**src/rtl/amem_rd_pkg.sv**
```systemverilog
`timescale 1ns/1ps
package amem_rd_pkg;

  typedef enum logic [1:0] {
    ST_IDLE   = 2'd0,
    ST_SETUP  = 2'd1,
    ST_ENABLE = 2'd2,
    ST_FLOAT  = 2'd3
  } rd_state_e;

  // nanoseconds to cycles, rounded up, never below one
  function automatic int unsigned ns_to_cyc(input int unsigned ns, input int unsigned per);
    int unsigned c;
    c = (ns + per - 1) / per;
    return (c == 0) ? 1 : c;
  endfunction

  // largest safe lag from chip enable to output enable, rounded down, at least one
  function automatic int unsigned oe_lag_cyc(input int unsigned acc_ns, input int unsigned ce_ns,
                                             input int unsigned oe_ns, input int unsigned per);
    int unsigned lng;
    int unsigned c;
    lng = (acc_ns > ce_ns) ? acc_ns : ce_ns;
    c = (lng > oe_ns) ? (lng - oe_ns) / per : 0;
    return (c == 0) ? 1 : c;
  endfunction

  function automatic int unsigned max3(input int unsigned a, input int unsigned b, input int unsigned c);
    int unsigned m;
    m = (a > b) ? a : b;
    return (m > c) ? m : c;
  endfunction

endpackage

```
**src/rtl/amem_rd_delay.sv**
```systemverilog
`timescale 1ns/1ps
module amem_rd_delay #(
  parameter int unsigned CNT_W = 6
) (
  input  logic             clk,
  input  logic             rst_n,
  input  logic             load,
  input  logic [CNT_W-1:0] load_val,
  output logic             done
);

  logic [CNT_W-1:0] cnt_q;
  logic [CNT_W-1:0] cnt_d;
  logic             cnt_en;

  assign done = (cnt_q == '0);

  always_comb begin
    cnt_en = load || !done;
    cnt_d  = load ? load_val : (cnt_q - 1'b1);
  end

  always_ff @(posedge clk or negedge rst_n) begin
    if (!rst_n) begin
      cnt_q <= '0;
    end else if (cnt_en) begin
      cnt_q <= cnt_d;
    end
  end

endmodule

```
**src/rtl/amem_rd_seq.sv**
```systemverilog
`timescale 1ns/1ps
module amem_rd_seq
  import amem_rd_pkg::*;
#(
  parameter int unsigned LAG_C  = 17,
  parameter int unsigned SAMP_C = 30,
  parameter int unsigned DF_C   = 12,
  parameter int unsigned CNT_W  = 6
) (
  input  logic      clk,
  input  logic      rst_n,
  input  logic      req_valid,
  output logic      req_ready,
  output logic      accept,
  output logic      capture,
  output rd_state_e state_nx
);

  localparam logic [CNT_W-1:0] LD_SETUP  = CNT_W'(LAG_C - 1);
  localparam logic [CNT_W-1:0] LD_ENABLE = CNT_W'(SAMP_C - LAG_C - 1);
  localparam logic [CNT_W-1:0] LD_FLOAT  = CNT_W'(DF_C - 1);

  rd_state_e        state_q;
  rd_state_e        state_d;
  logic             load;
  logic [CNT_W-1:0] load_val;
  logic             done;

  amem_rd_delay #(.CNT_W(CNT_W)) u_delay (
    .clk      (clk),
    .rst_n    (rst_n),
    .load     (load),
    .load_val (load_val),
    .done     (done)
  );

  always_comb begin
    state_d   = state_q;
    load      = 1'b0;
    load_val  = '0;
    accept    = 1'b0;
    capture   = 1'b0;
    req_ready = 1'b0;
    unique case (state_q)
      ST_IDLE: begin
        req_ready = 1'b1;
        if (req_valid) begin
          accept   = 1'b1;
          state_d  = ST_SETUP;
          load     = 1'b1;
          load_val = LD_SETUP;
        end
      end
      ST_SETUP: begin
        if (done) begin
          state_d  = ST_ENABLE;
          load     = 1'b1;
          load_val = LD_ENABLE;
        end
      end
      ST_ENABLE: begin
        if (done) begin
          capture  = 1'b1;
          state_d  = ST_FLOAT;
          load     = 1'b1;
          load_val = LD_FLOAT;
        end
      end
      ST_FLOAT: begin
        if (done) begin
          req_ready = 1'b1;
          if (req_valid) begin
            accept   = 1'b1;
            state_d  = ST_SETUP;
            load     = 1'b1;
            load_val = LD_SETUP;
          end else begin
            state_d = ST_IDLE;
          end
        end
      end
      default: state_d = ST_IDLE;
    endcase
  end

  always_ff @(posedge clk or negedge rst_n) begin
    if (!rst_n) begin
      state_q <= ST_IDLE;
    end else begin
      state_q <= state_d;
    end
  end

  assign state_nx = state_d;

endmodule

```
**src/rtl/amem_rd_pins.sv**
```systemverilog
`timescale 1ns/1ps
module amem_rd_pins
  import amem_rd_pkg::*;
#(
  parameter int unsigned ADDR_W = 19,
  parameter int unsigned DATA_W = 8
) (
  input  logic              clk,
  input  logic              rst_n,
  input  logic              accept,
  input  logic              capture,
  input  rd_state_e         state_nx,
  input  logic [ADDR_W-1:0] req_addr,
  input  logic [DATA_W-1:0] mem_data_i,
  output logic [ADDR_W-1:0] mem_addr,
  output logic              mem_ce_n,
  output logic              mem_oe_n,
  output logic              rsp_valid,
  output logic [DATA_W-1:0] rsp_data
);

  logic [ADDR_W-1:0] addr_q;
  logic              ce_n_q;
  logic              oe_n_q;
  logic              rsp_v_q;
  logic [DATA_W-1:0] data_q;

  always_ff @(posedge clk or negedge rst_n) begin
    if (!rst_n) begin
      addr_q  <= '0;
      ce_n_q  <= 1'b1;
      oe_n_q  <= 1'b1;
      rsp_v_q <= 1'b0;
      data_q  <= '0;
    end else begin
      if (accept) begin
        addr_q <= req_addr;
      end
      ce_n_q  <= (state_nx == ST_IDLE);
      oe_n_q  <= (state_nx != ST_ENABLE);
      rsp_v_q <= capture;
      if (capture) begin
        data_q <= mem_data_i;
      end
    end
  end

  assign mem_addr  = addr_q;
  assign mem_ce_n  = ce_n_q;
  assign mem_oe_n  = oe_n_q;
  assign rsp_valid = rsp_v_q;
  assign rsp_data  = data_q;

endmodule

```
**src/rtl/amem_rd_ctrl.sv**
```systemverilog
`timescale 1ns/1ps
module amem_rd_ctrl
  import amem_rd_pkg::*;
#(
  parameter int unsigned ADDR_W     = 19,
  parameter int unsigned DATA_W     = 8,
  parameter int unsigned CLK_NS     = 4,
  parameter int unsigned T_ACC_NS   = 120,
  parameter int unsigned T_CE_NS    = 120,
  parameter int unsigned T_OE_NS    = 50,
  parameter int unsigned T_FLOAT_NS = 45
) (
  input  logic              clk,
  input  logic              rst_n,
  input  logic              req_valid,
  input  logic [ADDR_W-1:0] req_addr,
  output logic              req_ready,
  output logic              rsp_valid,
  output logic [DATA_W-1:0] rsp_data,
  output logic [ADDR_W-1:0] mem_addr,
  output logic              mem_ce_n,
  output logic              mem_oe_n,
  input  logic [DATA_W-1:0] mem_data_i
);

  localparam int unsigned ACC_C  = ns_to_cyc(T_ACC_NS, CLK_NS);
  localparam int unsigned CE_C   = ns_to_cyc(T_CE_NS, CLK_NS);
  localparam int unsigned OE_C   = ns_to_cyc(T_OE_NS, CLK_NS);
  localparam int unsigned DF_C   = ns_to_cyc(T_FLOAT_NS, CLK_NS);
  localparam int unsigned LAG_C  = oe_lag_cyc(T_ACC_NS, T_CE_NS, T_OE_NS, CLK_NS);
  localparam int unsigned SAMP_C = max3(ACC_C, CE_C, LAG_C + OE_C);
  localparam int unsigned CNT_W  = $clog2(max3(SAMP_C, DF_C, 2) + 1);

  logic      accept;
  logic      capture;
  rd_state_e state_nx;

  amem_rd_seq #(
    .LAG_C  (LAG_C),
    .SAMP_C (SAMP_C),
    .DF_C   (DF_C),
    .CNT_W  (CNT_W)
  ) u_seq (
    .clk       (clk),
    .rst_n     (rst_n),
    .req_valid (req_valid),
    .req_ready (req_ready),
    .accept    (accept),
    .capture   (capture),
    .state_nx  (state_nx)
  );

  amem_rd_pins #(
    .ADDR_W (ADDR_W),
    .DATA_W (DATA_W)
  ) u_pins (
    .clk        (clk),
    .rst_n      (rst_n),
    .accept     (accept),
    .capture    (capture),
    .state_nx   (state_nx),
    .req_addr   (req_addr),
    .mem_data_i (mem_data_i),
    .mem_addr   (mem_addr),
    .mem_ce_n   (mem_ce_n),
    .mem_oe_n   (mem_oe_n),
    .rsp_valid  (rsp_valid),
    .rsp_data   (rsp_data)
  );

endmodule

```
**config.mk**
```make
export PLATFORM = sky130hd
export DESIGN_NAME = amem_rd_ctrl
export DESIGN_NICKNAME = d
export VERILOG_FILES = /design/src/rtl/amem_rd_pkg.sv /design/src/rtl/amem_rd_delay.sv /design/src/rtl/amem_rd_seq.sv /design/src/rtl/amem_rd_pins.sv /design/src/rtl/amem_rd_ctrl.sv
export SDC_FILE = /design/constraint.sdc
export NUM_CORES = 1
export LEC_CHECK = 0
export CORE_MARGIN = 3
export CORE_UTILIZATION = 50
export DETAILED_ROUTE_END_ITERATION = 12
export DONT_BUFFER_PORTS = 1
export SLEW_MARGIN = 25
export SYNTH_ARGS = -nofsm -noshare
export SYNTH_HDL_FRONTEND = slang
export SYNTH_SLANG_ARGS = --single-unit
```
**constraint.sdc**
```tcl
create_clock -name clk -period 2.8 [get_ports clk]
set_input_delay 0.14 -clock clk [delete_from_list [all_inputs] [get_ports clk]]
set_output_delay 0.14 -clock clk [all_outputs]
set_load 0.02 [all_outputs]
```
# [Yosys cells after proc, flatten, opt, wreduce, memory -nomap -nowiden]
# Cells that the tools add are included.
[totals] regBits=37 latch_bits=0 ram_bits=0 romBits=0 in_bits=30 output_inout_bits=31 wordCells=37 n_memories=0
[op_classes] add_sub_neg=1 mul=0 div_mod_pow=0 order_cmp=0 n_eq_ne=4 shift=0 mux=19 n_bitwise=0 reduce_logical=6
[ops] operator="5-bit one-hot mux with 4 select lines" n=1
[ops] operator="5-bit 2-to-1 mux" n=3
[ops] operator="2-bit 2-to-1 mux" n=4
[ops] operator="4-bit 2-to-1 mux" n=2
[ops] operator="2-bit one-hot mux with 4 select lines" n=1
[ops] operator="5-bit logical NOT" n=1
[ops] operator="1-bit 2-to-1 mux" n=5
[ops] operator="5-bit by 1-bit subtractor with 5-bit output, second input constant" n=1
[ops] operator="2-bit == test, second input constant" n=2
[ops] operator="2-bit logical NOT" n=2
[ops] operator="1-bit one-hot mux with 2 select lines" n=2
[ops] operator="1-bit one-hot mux with 3 select lines" n=1
[ops] operator="2-bit by 1-bit == test with 1-bit output, second input constant" n=1
[ops] operator="2-bit inequality test, second input constant" n=1
[ops] operator="2-bit OR reduction" n=1
[ops] operator="1-bit logical NOT" n=1
[ops] operator="1-bit logical OR" n=1

# [Depth between registers and ports, before layout]
# Gate-level depths: netlist of run 1.
[depth] word_depth=4 mapped_depth=7 mapped_depth_nobuf=6

# [Cells and area by module]
# A second synthesis of run 1 with hierarchy kept.
[unflattened] hier_cells=122 hier_area_um2=1694.1
[modules_own_cells] module="amem_rd_pins" instances=1 cells_each=62 area_per_inst_um2=1141.1
[modules_own_cells] module="amem_rd_delay" instances=1 cells_each=27 area_per_inst_um2=279.0
[modules_own_cells] module="amem_rd_seq" instances=1 cells_each=33 area_per_inst_um2=274.0

# [Least setup slack after synthesis of run 1]
# No wires, ideal clock.
[synth_path] kind="register to register" from="register u_seq.u_delay.cnt_q[0]" to="register u_pins.addr_q[0] (netlist: u_pins.mem_addr[0])" t_arrival_ns=1.999 path_slack_ns=0.676 path_stages_with_launch=8 path_buffers=1 path_cell_list="dfrtp_1 > inv_1 > ha_1 > nor4b_4 > a21oi_2 > nor3_4 > buf_6 > mux2_2"
[synth_via] elab_chain_cells=3
[synth_rtl] element="start: declaration" line="amem_rd_delay.sv:12" text="logic [CNT_W-1:0] cnt_q;"
[synth_rtl] element="start signal: assignment" line="amem_rd_delay.sv:27" text="cnt_q <= cnt_d;"
[synth_rtl] element="5-bit logical NOT" line="amem_rd_delay.sv:16" text="assign done = (cnt_q == '0);"
[synth_rtl] element="1-bit 2-to-1 mux" line="amem_rd_seq.sv:70" text="if (done) begin"
[synth_rtl] element="1-bit one-hot mux with 2 select lines" line="amem_rd_seq.sv:44" text="unique case (state_q)"
[synth_rtl] element="end signal: assignment" line="amem_rd_pins.sv:37" text="addr_q <= req_addr;"
[synth_rtl] element="end: declaration" line="amem_rd_pins.sv:22" text="logic [ADDR_W-1:0] addr_q;"
# Every way passes these cells.
# A chain may end at the register's enable or synchronous reset.

# [Worst setup path in the final report of run 1]
[layout_path] from="register u_seq.u_delay.cnt_q[1]" to="register u_pins.addr_q[17] (netlist: u_pins.mem_addr[17])"
# The elaborated chain is that of the path after synthesis.

==> impl_results.rst, run 1 <==
.. list-table::
   :header-rows: 1

   * - Metric
     - Value
   * - Max-cap violations
     - 0
   * - Setup bufs post-CTS
     - 0
   * - Netlist cell types
     - 28
   * - Area enclosed by the die boundary
     - 3950 µm²
   * - Global-route usage over all layers
     - 16.9%
   * - First-pass GRT wire length
     - 5200 µm
   * - Clock slew at the register clock pins of the worst setup and hold paths
     - 0.12 ns
   * - Instance count of the mapped netlist
     - 124
   * - Clock insertion delay at the later pin of the skew report
     - 0.34 ns
   * - Worst Max-Slew Pin Slew
     - 0.518 ns
   * - Number of synthesized flops with an enable pin
     - 0
   * - Sinks on Clock Net
     - 37
   * - Fillers
     - 231
   * - Multi-input combinational cell area
     - 644 µm²
   * - Sequential-to-total area share from yosys stat
     - 57.4%
   * - RePlAce Congestion
     - 0.812
   * - # diodes
     - 0
   * - Iteration-0 DRC count of the detailed router
     - 39
   * - Number of endpoints with negative hold slack in the final report
     - 0
   * - Mean area per synthesized cell
     - 13.0 µm²
   * - Element type at the critical path start
     - flip-flop
   * - Maximum number of pins on one net before global-route repair
     - 38
   * - Data required time at the worst endpoint
     - 3.04 ns
   * - Met1 Usage GRT
     - 18.9%
   * - TritonCTS clock tree
     - built
   * - Final-report setup violation count
     - 0
   * - Power density normalized to cell area
     - 1210 nW/µm²
   * - Tightest slew margin relative to the limit
     - 65.3%
   * - Horizontal die dimension
     - 62.9 µm
   * - Total standard cell area after synthesis
     - 1620 µm²
   * - Global Route met3 Usage
     - 8.63%
   * - Proportion of layout cells with a drive suffix above 1
     - 26.3%
   * - Layout overhead on the synthesized area
     - 26.8%
   * - Via count of the first global-routing pass
     - 1,133
   * - Data arrival time at the worst-slack endpoint
     - 2.47 ns
   * - Worst hold path class
     - in -> reg
   * - Minimum setup slack after placement
     - 0.603 ns
   * - Flip-flop and latch count after synthesis
     - 37
   * - Most used flip-flop cell after synthesis
     - dfrtp_1
   * - CTS H-Tree Depth
     - 2
   * - Critical path type
     - reg -> reg
   * - Kind of end point of the critical path
     - flip-flop
   * - Root Driver
     - clkbuf_4
   * - Maximum net fanout on the critical path
     - 19
   * - CTS Buf Count
     - 5
   * - Average wire length per cell after detail routing
     - 15.0 µm
   * - Maximum vdd drop
     - 0.000648 V
   * - Max Root-Sink Buffers
     - 2
   * - Detailed-route vias per instance
     - 5.25
   * - Routed Antenna Nets
     - 0
   * - Final WL
     - 3060 µm
   * - Setup Skew
     - 0.0102 ns
   * - Sum of negative setup slack
     - 0 ns
   * - I/O pin count
     - 61
   * - Site row count
     - 20
   * - Final Net Count
     - 194
   * - Asr flop ratio synth
     - 100%
   * - Number of warnings reported in the yosys synthesis log
     - 0
   * - Max Freq
     - 448 MHz
   * - Initial standard-cell utilization of the core
     - 52.6%
   * - Remaining design rule violation count
     - 0
   * - Outcome
     - completed
   * - Busiest layer in global routing
     - met2
   * - Placeable core area
     - 3080 µm²
   * - Ratio of final minimum period to clock period
     - 79.8%
   * - Die height
     - 62.9 µm
   * - M2 GR Usage
     - 27.3%
   * - Estimated wirelength of the detail-placed design
     - 2040 µm
   * - Leakage Power
     - 0.886 nW
   * - Count of final max-slew check failures
     - 0
   * - TritonRoute pass-1 iters
     - 4
   * - Footprint of the flip-flops and latches
     - 928 µm²
   * - Number of port buffers
     - 0
   * - GR Overflow Total
     - 0
   * - Synth Net Count
     - 159
   * - Setup repair after global routing missed its margin
     - false
   * - Count of vias placed by the detailed router
     - 1,072
   * - Final period demand of the worst path
     - 2.23 ns
   * - Fin worst setup slack
     - 0.567 ns
   * - Antenna violations before repair
     - 0
-- logic make-up after synthesis --
kind of cell | synth area share, %
AO/OA/AOI/OAI | 7.04
XOR/XNOR | 1.08
adder cells (fa/ha/maj) | 3.87
buffers and inverters | 2.78
flip-flops | 57.4
multiplexers | 18.8
AND/OR/NAND/NOR | 9.05
-- metal layers --
metal | vias up | part of all wire (%)
met3 | 6 | 9.9
li1 | 505 | -
met5 | - | 0
met1 | 514 | 40
met2 | 47 | 49
met4 | 0 | 1.8
-- sequential cells by signal (all words and copies together), names as in the netlist --
signal               count
u_pins.mem_ce_n          1
u_seq.u_delay.cnt_q      5
u_pins.rsp_data          8
u_seq.state_q            2
u_pins.rsp_valid         1
u_pins.mem_addr         19
u_pins.mem_oe_n          1
-- path summary, 6_finish.rpt --
path	startpoint	slack [ns]	depth (start not counted)	to
worst max-delay path	u_seq.u_delay.cnt_q[1]	0.57	7	u_pins.mem_addr[17]
worst min-delay path	req_valid	0.06	2	u_seq.u_delay.cnt_q[4]
worst max register to register	u_seq.u_delay.cnt_q[1]	0.57	7	u_pins.mem_addr[17]
worst min register to register	u_seq.u_delay.cnt_q[0]	0.61	2	u_seq.u_delay.cnt_q[0]
max in group asynchronous	rst_n	2.33	2	u_pins.mem_ce_n
min in group asynchronous	rst_n	0.23	2	u_seq.state_q[0]
-- worst max-delay path: stages (launching register included) --
cell	delay [ns]
dfrtp_1	0.41
inv_1	0.08
ha_1	0.22
nor4b_4	0.48
a21oi_2	0.17
nor3_4	0.12
buf_4	0.27
mux2_2	0.37
-- report_power, final --
group / leakage [nW] / total, mW / internal [mW] / switching (mW)
clock: 0.0424 / 0.366 / 0.190 / 0.176
sequential: 0.439 / 1.29 / 0.815 / 0.471
combinational: 0.405 / 0.824 / 0.433 / 0.391
-- synthesized netlist by cell type (2+ instances only) --
| cell type | instances | area, µm² |
|---|---|---|
| inv_1 | 7 | 26.3 |
| a21oi_1 | 3 | 15.0 |
| dfrtp_1 | 35 | 876 |
| ha_1 | 5 | 62.6 |
| dfstp_2 | 2 | 52.6 |
| clkbuf_1 | 2 | 7.51 |
| nand2_1 | 10 | 37.5 |
| nor3_1 | 2 | 10.0 |
| nor2_1 | 5 | 18.8 |
| nand2b_1 | 2 | 12.5 |
| mux2_2 | 27 | 304 |
| o21ai_0 | 7 | 35.0 |
| xnor2_1 | 2 | 17.5 |
-- placed cells by master (no fill, tap or decap) --
| master | count |
|---|---|
| ha_1 | 5 |
| mux2_2 | 27 |
| nor2_1 | 5 |
| nand2_1 | 10 |
| xnor2_1 | 2 |
| a32oi_1 | 1 |
| nand2b_1 | 2 |
| a22oi_1 | 1 |
| dfrtp_1 | 35 |
| buf_12 | 1 |
| buf_4 | 1 |
| o21ai_0 | 7 |
| inv_1 | 7 |
| or4b_2 | 1 |
| nand4_1 | 1 |
| clkbuf_4 | 5 |
| nor3_4 | 1 |
| clkinv_4 | 1 |
| a21o_1 | 1 |
| a221o_1 | 1 |
| a211oi_1 | 1 |
| clkbuf_1 | 1 |
| o21a_1 | 1 |
| a21oi_1 | 3 |
| nor3_1 | 2 |
| nor4b_4 | 1 |
| nand3_1 | 1 |
| a31oi_1 | 1 |
| dfstp_2 | 2 |
| dlygate4sd3_1 | 29 |
| or3_1 | 1 |
| bufinv_16 | 1 |
| a21oi_2 | 1 |
-- layout make-up --
cell class	instances	share of cell area, %
inverters	7	1.28
well taps	44	2.68
multi-input cells	77	31.4
clock inverters	2	1.89
repair buffers	31	15.5
flip-flops and latches	37	45.2
clock buffers	6	2.01
-- repair_timing --
item                       CTS  global route
hold endpoints to repair    67             0
resized for setup            0             0
hold buffers                30             0
setup endpoints to repair    0             0
-- metrics by stage --
stage	power [mW]	instance area, µm²	instances	hold slack, ns	util (%)
floorplan	1.92	1620	124	-0.156	-
global placement	2.05	1660	166	-0.155	54.0
detailed placement	2.08	1660	166	-0.155	54.0
CTS	2.50	2050	204	0.0469	66.7
global route	2.66	2050	204	0.0482	66.7
finish	2.48	2050	204	0.0598	66.7
(Power assumes the default switching activity.)
==> inputs of run 2 (changes only) <==
- ABC_AREA: not set -> 1
- PLACE_DENSITY: not set -> 0.68
- clock period: 2.8 -> 1.8 ns (I/O delays scaled with it)
==> run 2 against run 1 <==
Against the previous run: design area rose by 8.5%; clock skew fell by 0.0018 ns; register-to-register slack got worse by 0.45 ns; area after synthesis rose by 4.8%; largest power group unchanged; largest cell class unchanged; die area rose by 4.3%; sequential share of layout area fell by 3.6 points; critical path type is now reg -> out; routed wire length rose by 35%; sequential power rose by 45%; sequential cell count did not move.
==> impl_results.rst, run 2 <==
.. list-table::
   :header-rows: 1

   * - Metric
     - Value
   * - Outcome
     - completed
   * - Count of vias placed by the detailed router
     - 1,471
   * - Setup repair after global routing missed its margin
     - false
   * - CP cell instances
     - inv_2 > ha_4 > nand3_4 > inv_4 > nand2_2 > a21oi_4 > buf_12 > buf_4
   * - Max-cap violations
     - 0
   * - Leakage Power
     - 1.14 nW
   * - Horizontal die dimension
     - 64.2 µm
   * - Number of flip-flops under the largest register name
     - 19
   * - Count of final max-slew check failures
     - 0
   * - Root Driver
     - clkbuf_4
   * - # diodes
     - 0
   * - Final-report setup violation count
     - 0
   * - Site row count
     - 20
   * - First-pass GRT wire length
     - 7280 µm
   * - Routed Antenna Nets
     - 0
   * - Max Freq
     - 585 MHz
   * - Flip-flop and latch count after synthesis
     - 37
   * - Length in cells of the worst reg-to-reg path
     - 10
   * - Proportion of layout cells with a drive suffix above 1
     - 14.6%
   * - Tightest slew margin relative to the limit
     - 47.7%
   * - Estimated wirelength of the detail-placed design
     - 2450 µm
   * - Worst-path cell with the longest stage delay
     - dfrtp_1
   * - CTS H-Tree Depth
     - 2
   * - Most used flip-flop cell after synthesis
     - dfrtp_1
   * - GR Overflow Total
     - 0
   * - Data arrival time at the worst-slack endpoint
     - 1.62 ns
   * - Clock slew at the register clock pins of the worst setup and hold paths
     - 0.11 ns
   * - Iteration-0 DRC count of the detailed router
     - 114
   * - Number of endpoints with negative hold slack in the final report
     - 0
   * - Number of warnings reported in the yosys synthesis log
     - 0
   * - Synth cell count leaders
     - 87 x nand2_1, 35 x dfrtp_1, 27 x nand3_1, 12 x inv_1, 5 x ha_1
   * - Antenna violations before repair
     - 0
   * - Cell count of the worst hold path
     - 3
   * - Ratio of final minimum period to clock period
     - 95.0%
   * - Layout overhead on the synthesized area
     - 31.4%
   * - Worst Max-Slew Pin Slew
     - 0.783 ns
   * - Most frequent cells in the layout
     - 87 x nand2_1, 35 x dfrtp_1, 29 x dlygate4sd3_1, 27 x nand3_1
   * - Power density normalized to cell area
     - 1860 nW/µm²
   * - Max Root-Sink Buffers
     - 2
   * - Maximum vdd drop
     - 0.000918 V
   * - Final period demand of the worst path
     - 1.71 ns
   * - Area enclosed by the die boundary
     - 4130 µm²
   * - Element type at the critical path start
     - flip-flop
   * - Worst hold path class
     - in -> reg
   * - Sinks on Clock Net
     - 37
   * - Largest cells by area after synthesis
     - dfrtp_1 52%, nand2_1 19%, nand3_1 8.0%
   * - Mean area per synthesized cell
     - 8.61 µm²
   * - CTS Buf Count
     - 5
   * - TritonCTS clock tree
     - built
   * - Setup Skew
     - 0.00840 ns
   * - Number of port buffers
     - 0
   * - Maximum number of pins on one net before global-route repair
     - 38
   * - Footprint of the flip-flops and latches
     - 928 µm²
   * - Biggest cell delay along the critical path
     - 0.41 ns
   * - CP delay by family, top
     - flip-flops
   * - Asr flop ratio synth
     - 100%
   * - Most numerous cell in the Yosys netlist
     - nand2_1
   * - Kind of end point of the critical path
     - primary output
   * - Remaining design rule violation count
     - 0
   * - Total standard cell area after synthesis
     - 1700 µm²
   * - Top cell type's share of synthesized area
     - 51.7%
   * - Worst path bufs/invs
     - 4
   * - Data required time at the worst endpoint
     - 1.71 ns
   * - Sum of negative setup slack
     - 0 ns
   * - Most frequent standard cell in the layout excluding fill and tap cells
     - nand2_1
   * - Slack of the worst reg-to-reg path
     - 0.12 ns
   * - Global-route usage over all layers
     - 22.6%
   * - RePlAce Congestion
     - 0.817
   * - Sequential-to-total area share from yosys stat
     - 54.8%
   * - Final Net Count
     - 274
   * - Clock insertion delay at the later pin of the skew report
     - 0.34 ns
   * - Final design area excluding fillers
     - 2230 µm²
   * - Number of cells on the critical path
     - 8
   * - Top cell type by total area after synthesis
     - dfrtp_1
   * - Synth Net Count
     - 232
   * - I/O pin count
     - 61
   * - TritonRoute pass-1 iters
     - 4
   * - Maximum net fanout on the critical path
     - 5
   * - Multi-input combinational cell area
     - 708 µm²
   * - Final WL
     - 4130 µm
   * - Number of synthesized flops with an enable pin
     - 0
   * - Initial standard-cell utilization of the core
     - 53.8%
   * - Instance count of the mapped netlist
     - 197
   * - Netlist cell types
     - 24
   * - Average wire length per cell after detail routing
     - 14.6 µm
   * - Critical path type
     - reg -> out
   * - Placeable core area
     - 3150 µm²
   * - Detailed-route vias per instance
     - 5.20
   * - Die height
     - 64.2 µm
   * - Fillers
     - 249
   * - Via count of the first global-routing pass
     - 1,667
   * - Placement Cell Area
     - 1740 µm²
[run 2: changes by cell type after synthesis, moves of 3 or more]
cell     change
nor2_1       -3
inv_1        +5
nand3_1     +26
o21ai_0      -6
mux2_2      -27
buf_4        +3
nand2_1     +77
[run 2: stage by stage]
step                      total power, mW  utilization (%)  hold slack, ns  instances  setup slack [ns]
after global routing                 4.48             70.6          0.0360        283           0.00743
after detailed placement             3.24             55.3          -0.204        238            0.0574
final                                4.13             70.6          0.0331        283            0.0892
after CTS                            4.02             69.8          0.0178        281            0.0237
after global placement               3.20             55.3          -0.205        238            0.0936
after floorplan                      2.91                -          -0.206        197             0.221
[run 2: cell type report]
type / count / area share [%]
tap: 44 / 2.47
clock inverter: 1 / 0.393
inverter: 14 / 2.47
sequential: 37 / 41.7
multi-input combinational: 140 / 31.8
clock buffer: 6 / 1.85
timing repair buffer: 41 / 19.3
[run 2: kinds of logic after synthesis]
kind of cell	after synthesis	synth area share (%)
compound gates	7	2.88
xor+xnor	2	1.03
fa+ha+maj	5	3.69
buf+inv	20	5.54
flops	37	54.8
simple gates	126	32.1
[run 2: what timing repair did]
item	4_1_cts	5_1_grt
gates resized for setup	7	3
pin swaps	2	2
buffers inserted	5	2
hold buffers	30	0
hold endpoints to repair	66	0
endpoints found under the setup margin	1	10
cloned	1	0
[run 2: worst reg2reg max path, cell delays in order (launching register included)]
cell and delay [ns]:
dfrtp_1 0.41, inv_2 0.08, ha_4 0.15, nand3_4 0.10, inv_4 0.07, nand2_2 0.05, a21oi_4 0.16, buf_4 0.15
bufbuf_16 0.26, nand3_1 0.08, nand2_1 0.11
[run 2: power breakdown]
part,total [mW],switching [mW],internal [mW]
Clock,0.410,0.262,0.148
Sequential,1.87,0.648,1.22
Combinational,1.85,0.995,0.854
Total,4.13,1.90,2.23
[run 2: final timing paths]
path | to | from
max | req_ready | u_seq.u_delay.cnt_q[1]
min | u_pins.mem_addr[14] | req_valid
max reg2reg | u_pins.mem_addr[3] | u_seq.u_delay.cnt_q[1]
min reg2reg | u_seq.u_delay.cnt_q[4] | u_seq.u_delay.cnt_q[4]
max in group asynchronous | u_pins.mem_oe_n | rst_n
min in group asynchronous | u_pins.mem_addr[0] | rst_n
[run 2: routing by layer]
metal  GRT usage (%)  vias to the layer above  share of wire, %
met5               0                        -                 0
li1                -                      710                 -
met1            24.4                      691                38
met3            7.91                        8               8.2
met2            39.9                       62                52
met4            9.23                        0               1.2
